**src/rtl/ps2_dev_link.sv**
```systemverilog
module ps2_dev_link #(
  parameter int HALF_CYC = 5000,
  parameter int RTS_CYC  = 25000
) (
  input  logic       clk,
  input  logic       rst_n,
  input  logic [7:0] tx_byte,
  input  logic       tx_valid,
  output logic [7:0] rx_byte,
  output logic       rx_valid,
  output logic       busy,
  output logic       err,
  input  logic       kb_clk_in,
  input  logic       kb_dat_in,
  output logic       kb_clk_low,
  output logic       kb_dat_low
);
  localparam int TW = $clog2(HALF_CYC + 1);
  localparam int LW = $clog2(RTS_CYC + 1);

  typedef enum logic [3:0] {
    S_IDLE, S_HREQ, S_TXH, S_TXL, S_RXH, S_RXL, S_ACKD, S_ACKC, S_DONE
  } st_t;

  st_t         st;
  logic [1:0]  cs, ds;
  logic [TW-1:0] tmr;
  logic [LW-1:0] lo;
  logic [3:0]  bitn;
  logic [10:0] sh;
  logic [7:0]  pend;
  logic        pv, dir_rx;

  wire clk_s     = cs[1];
  wire dat_s     = ds[1];
  wire half_done = (tmr == TW'(HALF_CYC - 1));
  wire frame_ok  = (^sh[9:1]) & sh[10];

  assign busy = !(st == S_IDLE || st == S_HREQ);

  always_ff @(posedge clk) begin
    if (!rst_n) begin
      cs <= 2'b11;
      ds <= 2'b11;
    end else begin
      cs <= {cs[0], kb_clk_in};
      ds <= {ds[0], kb_dat_in};
    end
  end

  always_ff @(posedge clk) begin
    if (!rst_n || clk_s || kb_clk_low) lo <= '0;
    else if (lo != LW'(RTS_CYC)) lo <= lo + 1'b1;
  end

  always_ff @(posedge clk) begin
    if (!rst_n) begin
      st <= S_IDLE;
      tmr <= '0;
      bitn <= '0;
      sh <= '0;
      pend <= '0;
      pv <= 1'b0;
      dir_rx <= 1'b0;
      rx_byte <= '0;
      rx_valid <= 1'b0;
      err <= 1'b0;
      kb_clk_low <= 1'b0;
      kb_dat_low <= 1'b0;
    end else begin
      rx_valid <= 1'b0;
      err <= 1'b0;
      tmr <= half_done ? '0 : tmr + 1'b1;
      case (st)
        S_IDLE: begin
          tmr <= '0;
          if (!clk_s) st <= S_HREQ;
          else if (pv) begin
            sh <= {1'b1, ~^pend, pend, 1'b0};
            bitn <= '0;
            dir_rx <= 1'b0;
            kb_dat_low <= 1'b1;
            st <= S_TXH;
          end
        end
        S_HREQ: begin
          if (clk_s) begin
            tmr <= '0;
            if (lo >= LW'(RTS_CYC) && !dat_s) begin
              bitn <= '0;
              dir_rx <= 1'b1;
              st <= S_RXH;
            end else st <= S_IDLE;
          end
        end
        S_TXH: begin
          if (!clk_s) begin
            tmr <= '0;
            if (lo >= LW'(HALF_CYC)) begin
              kb_clk_low <= 1'b0;
              kb_dat_low <= 1'b0;
              err <= 1'b1;
              st <= S_IDLE;
            end
          end else if (half_done) begin
            kb_clk_low <= 1'b1;
            st <= S_TXL;
          end
        end
        S_TXL: begin
          if (half_done) begin
            kb_clk_low <= 1'b0;
            sh <= {1'b0, sh[10:1]};
            bitn <= bitn + 1'b1;
            if (bitn == 4'd10) begin
              kb_dat_low <= 1'b0;
              st <= S_DONE;
            end else begin
              kb_dat_low <= ~sh[1];
              st <= S_TXH;
            end
          end
        end
        S_RXH: begin
          if (half_done) begin
            kb_clk_low <= 1'b1;
            st <= S_RXL;
          end
        end
        S_RXL: begin
          if (half_done) begin
            kb_clk_low <= 1'b0;
            sh <= {dat_s, sh[10:1]};
            bitn <= bitn + 1'b1;
            if (bitn == 4'd9) begin
              kb_dat_low <= 1'b1;
              st <= S_ACKD;
            end else st <= S_RXH;
          end
        end
        S_ACKD: begin
          if (half_done) begin
            kb_clk_low <= 1'b1;
            st <= S_ACKC;
          end
        end
        S_ACKC: begin
          if (half_done) begin
            kb_clk_low <= 1'b0;
            kb_dat_low <= 1'b0;
            st <= S_DONE;
          end
        end
        S_DONE: begin
          if (half_done) begin
            st <= S_IDLE;
            if (!dir_rx) pv <= 1'b0;
            else if (frame_ok) begin
              rx_valid <= 1'b1;
              rx_byte <= sh[8:1];
            end else err <= 1'b1;
          end
        end
        default: st <= S_IDLE;
      endcase
      if (tx_valid && !pv) begin
        pend <= tx_byte;
        pv <= 1'b1;
      end
    end
  end

  p_idle_release_r3: assert property (@(posedge clk) disable iff (!rst_n)
    !busy |-> (!kb_clk_low && !kb_dat_low));

  p_rv_single_r5: assert property (@(posedge clk) disable iff (!rst_n)
    rx_valid |=> !rx_valid);

  p_err_single_r9: assert property (@(posedge clk) disable iff (!rst_n)
    err |=> !err);

  p_bad_no_valid_r8: assert property (@(posedge clk) disable iff (!rst_n)
    rx_valid |-> !err);

  p_ack_order_r7: assert property (@(posedge clk) disable iff (!rst_n)
    (st == S_ACKC) |-> kb_dat_low);

  p_pend_hold_r4: assert property (@(posedge clk) disable iff (!rst_n)
    (pv && $past(pv)) |-> $stable(pend));
endmodule

```
**config.mk**
```make
export PLATFORM = sky130hd
export DESIGN_NAME = ps2_dev_link
export DESIGN_NICKNAME = d
export VERILOG_FILES = /design/src/rtl/ps2_dev_link.sv
export SDC_FILE = /design/constraint.sdc
export NUM_CORES = 1
export LEC_CHECK = 0
export BUFFER_PORTS_ARGS = -buffer_cell sky130_fd_sc_hd__buf_2
export CAP_MARGIN = 25
export CORE_MARGIN = 3
export CORE_UTILIZATION = 40
export DETAILED_ROUTE_END_ITERATION = 10
export MAX_ROUTING_LAYER = met4
export SLEW_MARGIN = 15
export SYNTH_ARGS = -nofsm -noshare
export SYNTH_HDL_FRONTEND = slang
export SYNTH_SLANG_ARGS = --single-unit
export TNS_END_PERCENT = 100
```
**constraint.sdc**
```tcl
create_clock -name clk -period 3.82 [get_ports clk]
set_input_delay 0.764 -clock clk [delete_from_list [all_inputs] [get_ports clk]]
set_output_delay 0.764 -clock clk [all_outputs]
set_load 0.005 [all_outputs]
```
After elaboration in Yosys (flattened, before gate mapping)
Cells that the tools add are included.
W data, S select, Z words.
Word-level totals
  word-level logic and storage cells: 144
  register bits: 73
  bits of input ports: 13
Operators by class
  reductions and logical operators: 31
  $lt $le $gt $ge: 2
  add/subtract/negate cells: 3
  bitwise operators: 2
  eq/ne operators: 31
  muxes and demuxes: 60
Operator list (count)
  $mux W4: 18
  $mux W11: 4
  $mux W13: 3
  $pmux W13 S3: 1
  $pmux W4 S9: 1
  $pmux W11 S3: 1
  $mux W1: 25
  $ne A2 B2 Y1 const B: 12
  $eq A4 B3 Y1 const B: 4
  $add A15 B1 Y15 const B: 1
  $ge A15 B13 Y1 const B: 1
  $ge A15 B15 Y1 const B: 1
  $ne A15 B15 Y1 const B: 1
  $add A13 B1 Y13 const B: 1
  $eq A13 B13 Y1 const B: 1
  $eq A4 B4 Y1 const B: 3
  $pmux W4 S3: 1
  $reduce_and A10 Y1: 1
  $reduce_and A5 Y1: 2
  $ne A3 B3 Y1 const B: 3
  $reduce_and A9 Y1: 1
  $reduce_bool A3 Y1: 3
  $reduce_xor A9 Y1: 1
  $eq A4 B2 Y1 const B: 2
  22 further kinds: 37

Depth between registers and ports, before layout
Gate-level depths: netlist of run 1.
  depth in word-level cells: 6
  mapped depth: 8
  gate-level depth less buffers: 7

Least setup slack after synthesis of run 1
OpenSTA, ideal clock, no wires.
  kind: reg-to-reg
  start: reg tmr[0]
  end: reg sh[10]
  period minus slack after synthesis: 1.813 ns
  data arrival time: 1.697 ns
  data required time: 3.704 ns
  cell stages (with the launch flop): 9
  library setup time: 0.116 ns
  setup slack: 2.007 ns
  path buffers: 2
  cell sequence: dfxtp_1 -> ha_1 -> nand2_1 -> and4b_1 -> buf_4 -> a32oi_4 -> buf_2 -> nor2_1 -> o211a_1
Between the ends
  longest elaborated chain between the ends: 3
  elaborated cells between the ends (all ways): 4
Ends and longest elaborated chain
  start: declaration: RTL line 27  | logic [TW-1:0] tmr;
  start signal: assignment: RTL line 73  | tmr <= half_done ? '0 : tmr + 1'b1;
  $eq A13 B13 Y1 (*): RTL line 36  | wire half_done = (tmr == TW'(HALF_CYC - 1));
  $ne A2 B2 Y1 (no line)
  $reduce_and A5 Y1 (no line) (*)
  end signal: assignment: RTL line 79  | sh <= {1'b1, ~^pend, pend, 1'b0};
  end signal: assignment: RTL line 113  | sh <= {1'b0, sh[10:1]};
  end signal: assignment: RTL line 133  | sh <= {dat_s, sh[10:1]};
  end: declaration: RTL line 30  | logic [10:0] sh;
Mark *: on every way between the ends. The rest lies on a longest branch, timed or not.
A chain may end at the register's enable or synchronous reset.

Worst setup path after layout of run 1
  start: reg st[3]
  end: out busy
Between the ends
  longest elaborated chain between the ends: 3
  elaborated cells between the ends (all ways): 4
Ends and longest elaborated chain
  start: declaration: RTL line 25  | st_t st;
  start signal: assignment: RTL line 58  | st <= S_IDLE;
  start signal: assignment: RTL line 77  | if (!clk_s) st <= S_HREQ;
  start signal: assignment: RTL line 83  | st <= S_TXH;
  $eq A4 B1 Y1 / $logic_not A4 Y1 (equally long branches): RTL line 39  | assign busy = !(st == S_IDLE || st == S_HREQ);
  $logic_or A1 B1 Y1 (*): RTL line 39
  $logic_not A1 Y1 (*): RTL line 39
  end: declaration: RTL line 11  | output logic busy,
Marks and branches as above.

==> flow_summary_export.csv, run 1 <==
group,metric,value,unit
die,fp.dieH,102,µm
setup_path,crit_path_end_kind,"primary output",
logic_synthesis,synthTopCellsByArea,"dfxtp_1 39%, a21oi_1 5.7%, xnor2_1 5.0%",
timing,min_period,2.64,ns
logic_synthesis,syn_area_per_cell,8.48,µm²
setup_path,worstPathCellList,"nor3_1, inv_1, buf_2",
detailed_routing,vias_per_cell,5.46,
power_and_ir_drop,p_per_area,445,mW/mm²
die,initial_utilization,41.7,%
clock_tree,cts.path.max_buffers,2,
timing,finalSetupTns,0,ns
timing,max_freq,378,MHz
logic_synthesis,syn-num-nets,454,
logic_synthesis,synthCells,435,
finish,antenna_cells,0,
grt,track_usage,16.4,%
setup_path,cpMaxStageDelayCell,"nor3_1",
finish,final_nets,467,
timing,finalClockSkew,0.0134,ns
die,die_x,102,µm
clock_tree,post_cts_buffers,0,
die,io_pins,26,
placement,pre_cts_slack,1.34,ns
detailed_routing,firstDrtPassIters,4,
clock_tree,htreeDepth,3,
timing,rsz0062_at_grt,"false",
placement,gp_congestion,0.887,
flow_run,cap_violations,0,
die,rows,34,
setup_path,startpoint_type,"flip-flop",
power_and_ir_drop,vdd_ir_drop_max,0.175,mV
min_path,min-delay-path-class,"flip-flop to flip-flop",
clock_tree,clock_latency,0.34,ns
logic_synthesis,synth.largest_area_cell,"dfxtp_1",
logic_synthesis,ys.flop_type,"dfxtp_1",
clock_tree,cts_hold_buf,0,
grt,grt_pass1_wl,13.4,mm
clock_tree,cts-root-buf,"clkbuf_8",
timing,setup_ws,1.18,ns
logic_synthesis,seq_area_frac_synth,39.1,%
logic_synthesis,synth_cell_types,66,
detailed_routing,routed_wl,7.93,mm
setup_path,critPathBufInv,2,
logic_synthesis,async_reset_ff_share,0,%
grt,grt_max_degree,34,
detailed_routing,vias,3064,
grt,grt-ovfl-total,0,
logic_synthesis,syn-cell-area,0.00369,mm²
setup_path,worst_path_dominant_cell_family,"simple AND/OR/NAND/NOR gates",
timing,worst_pin_slew,0.925,ns
detailed_routing,first_iter_violations,217,
setup_path,crit_type,"flip-flop to primary output",
setup_path,slowest_delay,0.66,ns
clock_tree,cts.sinks,72,
power_and_ir_drop,leakage,1.52,nW
logic_synthesis,synth_edf_count,0,
detailed_routing,wl_per_cell,14.1,µm
outcome,outcome,"finished clean",
timing,slew_viol_final,0,
finish,final_layout_size_suffix_gt1_share,11.5,%
setup_path,critical_path_peak_fanout,31,
clock_tree,cts_resized,0,
setup_path,worstPathArrival,1.88,ns
detailed_routing,ant_nets,0,
timing,timing.slew.headroom,38.3,%
clock_tree,cts_tree,"done",
logic_synthesis,synth_common_cells,"72 x dfxtp_1, 42 x a21oi_1, 40 x nor2_1, 39 x nand2_1, 33 x o21ai_0",
clock_tree,clkSlewWorstSetupHoldPaths,0.08,ns
placement,hpwl,5.58,mm
setup_path,required,3.06,ns
clock_tree,cts_made_buffers,9,
grt,grt_pass1_vias,2794,
timing,period_share,69.2,%
die,coreArea,0.00885,mm²
logic_synthesis,ys_ff_latch,72,
logic_synthesis,yosysMostFrequentCell,"dfxtp_1",
finish,syn2layout_area_growth,10.3,%
detailed_routing,drc,0,
logic_synthesis,netlist.area_leader.share,39.1,%
logic_synthesis,yosysWarningCount,0,
grt,antenna_found_initial,0,
placement,port_buffers,25,
finish,fin_util,46.0,%
timing,hold_slack,0.411,ns
die,die-area,0.0104,mm²
timing,finalSetupViolCount,0,
timing,hold_violations,0,
## flip-flops by register name, indices dropped and copies added, names as in the netlist
signal      flops
cs              2
bitn            4
sh             10
rx_valid        1
lo             15
err             1
kb_dat_low      1
pend            8
ds              2
dir_rx          1
tmr            13
pv              1
st              4
kb_clk_low      1
rx_byte         8
## through the flow
step	area (µm²)	std cells	total power [mW]
detailed placement	3850	545	1.16
CTS	4070	561	1.82
floorplan	3690	435	1.09
global placement	3850	545	1.15
global route	4070	561	1.90
finish	4070	561	1.81
## path summary, 6_finish.rpt
check | startpoint | to | slack, ns | depth (start not counted)
worst max-delay path | st[3] | busy | 1.18 | 3
worst min-delay path | cs[0] | cs[1] | 0.41 | 1
worst max register to register | st[1] | bitn[1] | 1.26 | 5
worst min register to register | cs[0] | cs[1] | 0.41 | 1
## cells in the final DEF (no fill, tap or decap), types with 6 or more instances in the layout
cell type	count
dfxtp_1	72
a21oi_1	42
nor2_1	40
nand2_1	39
o21ai_0	33
buf_2	25
xnor2_1	21
nand3_1	20
xor2_1	16
inv_1	11
or3_1	11
mux2i_1	10
clkbuf_8	10
nand2b_1	8
and3_1	7
nor2b_1	6
ha_1	6
## logic make-up after synthesis
logic type / after synthesis / synth area share (%)
adders and majority gates: 6 / 2.04
buffers and inverters: 36 / 4.10
and+or+nand+nor: 163 / 23.1
AOI/OAI and AO/OA: 107 / 18.4
muxes: 11 / 3.02
xor gates and xnor gates: 40 / 10.3
DFF: 72 / 39.1
## layout make-up
class	count	area, µm²
Fill cell	900	4780
Timing Repair Buffer	26	133
Sequential cell	72	1440
Inverter	12	45.0
Clock inverter	6	82.6
Clock buffer	10	138
Tap cell	108	135
Multi-Input combinational cell	327	2100
## report_power, final
part | switching (mW) | internal, mW
Clock | 0.280 | 0.382
Sequential | 0.0563 | 0.778
Combinational | 0.179 | 0.134
## routing by layer
metal	up-vias	GRT usage, %	wire (µm)
met5	-	-	0
met4	0	6.05	106
met3	12	2.73	368
met2	77	22.8	3370
met1	1419	23.8	4090
li1	1556	-	-
No activity file was read; power rests on OpenSTA's default activity.
==> inputs of run 2 (changes only) <==
- clock period: 3.82 -> 2.8 ns (I/O delays scaled with it)
==> run 2 against run 1 <==
Compared with the run above: die area unchanged; critical path depth unchanged; via count increased by 2.0%; global-route usage is 0.52 points higher; routed wire length increased by 0.58%; worst setup slack got worse by 0.78 ns; clock-buffer cell count down 1; clock skew decreased by 0.0026 ns; sequential share of layout area down 0.19 points; first-iteration DRC count grew 5.5%; clock power up 38%; sequential cell count did not move; critical path type unchanged.
==> flow_summary_export.csv, run 2 (synthesis results as in run 1) <==
group,metric,value,unit
setup_path,crit_type,"flip-flop to primary output",
setup_path,crit_path_end_kind,"primary output",
setup_path,critical_path_peak_fanout,31,
outcome,outcome,"finished clean",
detailed_routing,vias,3126,
die,io_pins,26,
timing,rsz0062_at_grt,"false",
timing,hold_violations,0,
power_and_ir_drop,internal_power,1.76,mW
placement,hpwl,5.59,mm
timing,finalClockSkew,0.0108,ns
power_and_ir_drop,leakage,1.52,nW
setup_path,startpoint_type,"flip-flop",
power_and_ir_drop,p_total,2.49,mW
timing,finalSetupTns,0,ns
power_and_ir_drop,power_switching,0.728,mW
detailed_routing,vias_per_cell,5.54,
finish,layout_commonest_cell,"dfxtp_1",
setup_path,cp-startpoint,"st[3]",
power_and_ir_drop,p_per_area,607,mW/mm²
detailed_routing,first_iter_violations,229,
clock_tree,clock_latency,0.35,ns
power_and_ir_drop,pwr-share-clk,36.7,%
timing,timing.slew.headroom,39.2,%
grt,track_usage,16.9,%
grt,antenna_found_initial,0,
placement,placed_cells,548,
detailed_routing,routed_wl,7.98,mm
die,fp.dieH,102,µm
clock_tree,cts_made_buffers,9,
clock_tree,post_cts_buffers,0,
timing,finalSetupViolCount,0,
finish,syn2layout_area_growth,11.0,%
finish,layout_common_cells,"72 x dfxtp_1, 42 x a21oi_1, 40 x nor2_1",
die,initial_utilization,41.7,%
clock_tree,cts_tree,"done",
finish,num-fill-cells,874,
finish,stdcell_area,0.00409,mm²
clock_tree,cts_hold_buf,0,
finish,antenna_cells,0,
die,coreArea,0.00885,mm²
clock_tree,cts_resized,0,
finish,final_layout_size_suffix_gt1_share,12.1,%
power_and_ir_drop,power_frac_comb,18.0,%
setup_path,worstPathArrival,1.85,ns
detailed_routing,ant_nets,0,
finish,final_nets,470,
die,die-area,0.0104,mm²
min_path,min-delay-path-class,"primary input to flip-flop",
power_and_ir_drop,switching_share,29.3,%
clock_tree,clkSlewWorstSetupHoldPaths,0.08,ns
timing,min_period,2.41,ns
clock_tree,cts.path.max_buffers,2,
timing,slew_viol_final,0,
timing,worst_pin_slew,0.910,ns
grt,grt-ovfl-total,0,
power_and_ir_drop,seq_power_share,45.3,%
die,die_x,102,µm
timing,max_freq,416,MHz
placement,gp_congestion,0.855,
min_path,hold_start,"kb_clk_in",
setup_path,required,2.24,ns
timing,period_share,85.9,%
setup_path,rr_startpoint,"st[0]",
detailed_routing,drc,0,
detailed_routing,wl_per_cell,14.1,µm
finish,largest_register_ff_count,15,
die,rows,34,
power_and_ir_drop,vdd_ir_drop_max,0.262,mV
clock_tree,cts-root-buf,"clkbuf_8",
clock_tree,htreeDepth,3,
finish,reg_top3,"lo x15, tmr x13, sh x10",
grt,grt_max_degree,34,
grt,grt_pass1_wl,13.7,mm
grt,grt_pass1_vias,2914,
finish,final_cell_count_no_fill,564,
placement,port_buffers,25,
finish,largest_register,"lo",
placement,placed_area,0.00387,mm²
finish,fin_util,46.3,%
detailed_routing,firstDrtPassIters,4,
clock_tree,cts.sinks,72,
flow_run,cap_violations,0,
run 2: cell types whose count changed in the layout (fill, tap and decap cells not counted), sizes merged:
| cell | before | now |
|---|---|---|
| buf | 26 | 29 |
| clkinvlp | 1 | 3 |
| clkbuf | 10 | 9 |
| clkinv | 4 | 3 |
run 2: layout make-up:
class,count,area (µm²),area share [%]
multi-input cells,327,2100,51.2
flip-flops and latches,72,1440,35.2
repair buffers,29,155,3.79
well taps,108,135,3.30
clock buffers,9,124,3.03
clock inverters,7,96.3,2.35
inverters,12,45.0,1.10
run 2: worst max-delay path, cell delays in order, from the launching register on:
cell     delay (ns)
dfxtp_1        0.61
nor3_1         0.58
inv_1          0.15
buf_2          0.16
run 2: power by group through the flow:
stage | clock (mW) | combinational, mW | sequential, mW
finish | 0.912 | 0.448 | 1.13
global route | 0.988 | 0.499 | 1.13
CTS | 0.945 | 0.448 | 1.12
detailed placement | 0 | 0.447 | 1.15
global placement | 0 | 0.440 | 1.15
floorplan | 0 | 0.380 | 1.11
run 2: metal layers:
layer	track usage (%)	vias to the layer above	part of all wire (%)
li1	-	1564	-
met1	22.1	1480	49
met2	25.5	69	44
met3	3.96	13	4.9
met4	6.26	0	1.9
met5	-	-	0
run 2: final timing paths:
kind	depth (start not counted)	slack [ns]	endpoint
max	3	0.39	busy
min	2	0.40	cs[0]
max reg2reg	5	0.54	st[2]
min reg2reg	1	0.41	ds[1]
run 2: per-stage QoR:
step	hold WS, ns	worst slack [ns]
finish	0.404	0.395
global route	0.395	0.252
CTS	0.390	0.438
detailed placement	0.396	0.616
global placement	0.394	0.666
floorplan	0.386	0.987
==> inputs of run 3 (changes only) <==
- CORE_UTILIZATION: 40 -> 60
- PLACE_DENSITY: default -> 0.79
==> run 3 against run 2 <==
Compared with the run above: hold slack got worse by 0.0096 ns; critical path depth did not move; design area fell by 1.1%; sequential cell count did not move; sequential power barely moved; clock skew fell by 0.0024 ns; largest power group unchanged; via count fell by 2.6%; die area fell by 32%; register-to-register slack got worse by 0.02 ns; cell count fell by 6.9%; critical path type unchanged; clock power rose by 6.4%; critical endpoint unchanged.
==> flow_summary_export.csv, run 3 (synthesis results as in run 1) <==
group,metric,value,unit
timing,rsz0062_at_grt,"false",
clock_tree,cts_tree,"done",
placement,gp_congestion,0.860,
timing,timing.slew.headroom,39.7,%
clock_tree,clkSlewWorstSetupHoldPaths,0.07,ns
grt,track_usage,23.6,%
die,initial_utilization,64.6,%
setup_path,rr_startpoint,"st[3]",
timing,hold_violations,0,
placement,pre_cts_slack,0.589,ns
timing,finalSetupViolCount,0,
min_path,min-delay-path-class,"primary input to flip-flop",
timing,worst_pin_slew,0.904,ns
finish,layout_common_cells,"72 x dfxtp_1, 42 x a21oi_1, 40 x nor2_1",
finish,num-fill-cells,439,
clock_tree,cts_hold_buf,0,
setup_path,startpoint_type,"flip-flop",
clock_tree,post_cts_buffers,0,
setup_path,cp-startpoint,"st[3]",
timing,slew_viol_final,0,
detailed_routing,firstDrtPassIters,4,
clock_tree,cts-root-buf,"clkbuf_8",
detailed_routing,first_iter_violations,106,
clock_tree,clock_latency,0.34,ns
grt,grt_pass1_wl,13.4,mm
detailed_routing,vias_per_cell,5.80,
die,coreArea,0.00571,mm²
timing,min_period,2.33,ns
grt,grt_pass1_vias,2884,
flow_run,cap_violations,0,
timing,finalClockSkew,0.00833,ns
setup_path,worstPathCellList,"nor3_1, inv_1, buf_2",
setup_path,crit_path_end_kind,"primary output",
power_and_ir_drop,p_per_area,628,mW/mm²
die,io_pins,26,
finish,register_area,0.00144,mm²
finish,stdcell_area,0.00405,mm²
finish,largest_register_ff_count,15,
setup_path,critPathBufInv,2,
setup_path,worstPathArrival,1.77,ns
detailed_routing,wl_per_cell,14.9,µm
die,die-area,0.00712,mm²
detailed_routing,vias,3045,
detailed_routing,routed_wl,7.80,mm
clock_tree,cts_made_buffers,9,
die,fp.dieH,84.4,µm
detailed_routing,ant_nets,0,
placement,hpwl,5.30,mm
die,rows,27,
grt,grt_max_degree,34,
finish,syn2layout_area_growth,9.70,%
setup_path,slowest_delay,0.92,ns
timing,period_share,83.1,%
power_and_ir_drop,leakage,1.52,nW
clock_tree,cts.path.max_buffers,2,
finish,largest_register,"lo",
finish,final_nets,468,
timing,finalSetupTns,0,ns
grt,grt-ovfl-total,0,
detailed_routing,drc,0,
setup_path,crit_type,"flip-flop to primary output",
clock_tree,cts.sinks,72,
setup_path,cpMaxStageDelayCell,"dfxtp_1",
min_path,hold_start,"kb_clk_in",
finish,final_layout_size_suffix_gt1_share,11.3,%
clock_tree,cts_resized,0,
power_and_ir_drop,vdd_ir_drop_max,0.412,mV
finish,antenna_cells,0,
die,die_x,84.4,µm
timing,setup_ws,0.473,ns
finish,layout_commonest_cell,"dfxtp_1",
finish,reg_top3,"lo x15, tmr x13, sh x10",
placement,placed_area,0.00381,mm²
clock_tree,htreeDepth,3,
timing,max_freq,430,MHz
setup_path,critical_path_peak_fanout,31,
setup_path,required,2.24,ns
outcome,outcome,"finished clean",
placement,port_buffers,25,
finish,multiInputGateArea,0.00210,mm²
setup_path,worst_path_dominant_cell_family,"flip-flops",
grt,antenna_found_initial,0,
## run 3: cell types whose count changed in the layout (fill, tap and decap cells not counted), sizes merged
cell and change:
clkbuf +1, buf -2, clkinv -1, clkinvlp -2, bufinv +1
## run 3: layout make-up
type                            count  share of cell area (%)
Multi-Input combinational cell    327                    51.8
Clock inverter                      5                    2.63
Inverter                           12                    1.11
Sequential cell                    72                    35.6
Timing Repair Buffer               27                    3.46
Clock buffer                       10                    3.15
Tap cell                           72                    2.23
## run 3: routing by layer
layer	wire length, µm	vias up	share of wire, %	global-route usage [%]
li1	-	1559	-	-
met1	3760	1426	48	30.2
met2	3650	52	47	37.3
met3	300	8	3.8	6.28
met4	88	0	1.1	5.90
met5	0	-	0	-
## run 3: worst paths after layout
| check | endpoint | slack [ns] | depth (start not counted) |
|---|---|---|---|
| max | busy | 0.47 | 3 |
| min reg2reg | cs[1] | 0.41 | 1 |
| max reg2reg | st[3] | 0.52 | 5 |
| min | cs[0] | 0.39 | 2 |
## run 3: per-stage QoR
stage | power, mW | util [%] | hold WS (ns) | instances
final | 2.54 | 70.9 | 0.394 | 525
after global routing | 2.66 | 70.9 | 0.396 | 525
after CTS | 2.55 | 70.9 | 0.384 | 525
after detailed placement | 1.58 | 66.8 | 0.401 | 510
after global placement | 1.58 | 66.8 | 0.390 | 510
after floorplan | 1.49 | - | 0.386 | 435
## run 3: power breakdown
part	switching, mW	leakage [nW]	total, mW	internal [mW]
registers	0.0769	0.584	1.14	1.06
logic	0.247	0.828	0.431	0.184
clock network	0.382	0.113	0.970	0.589
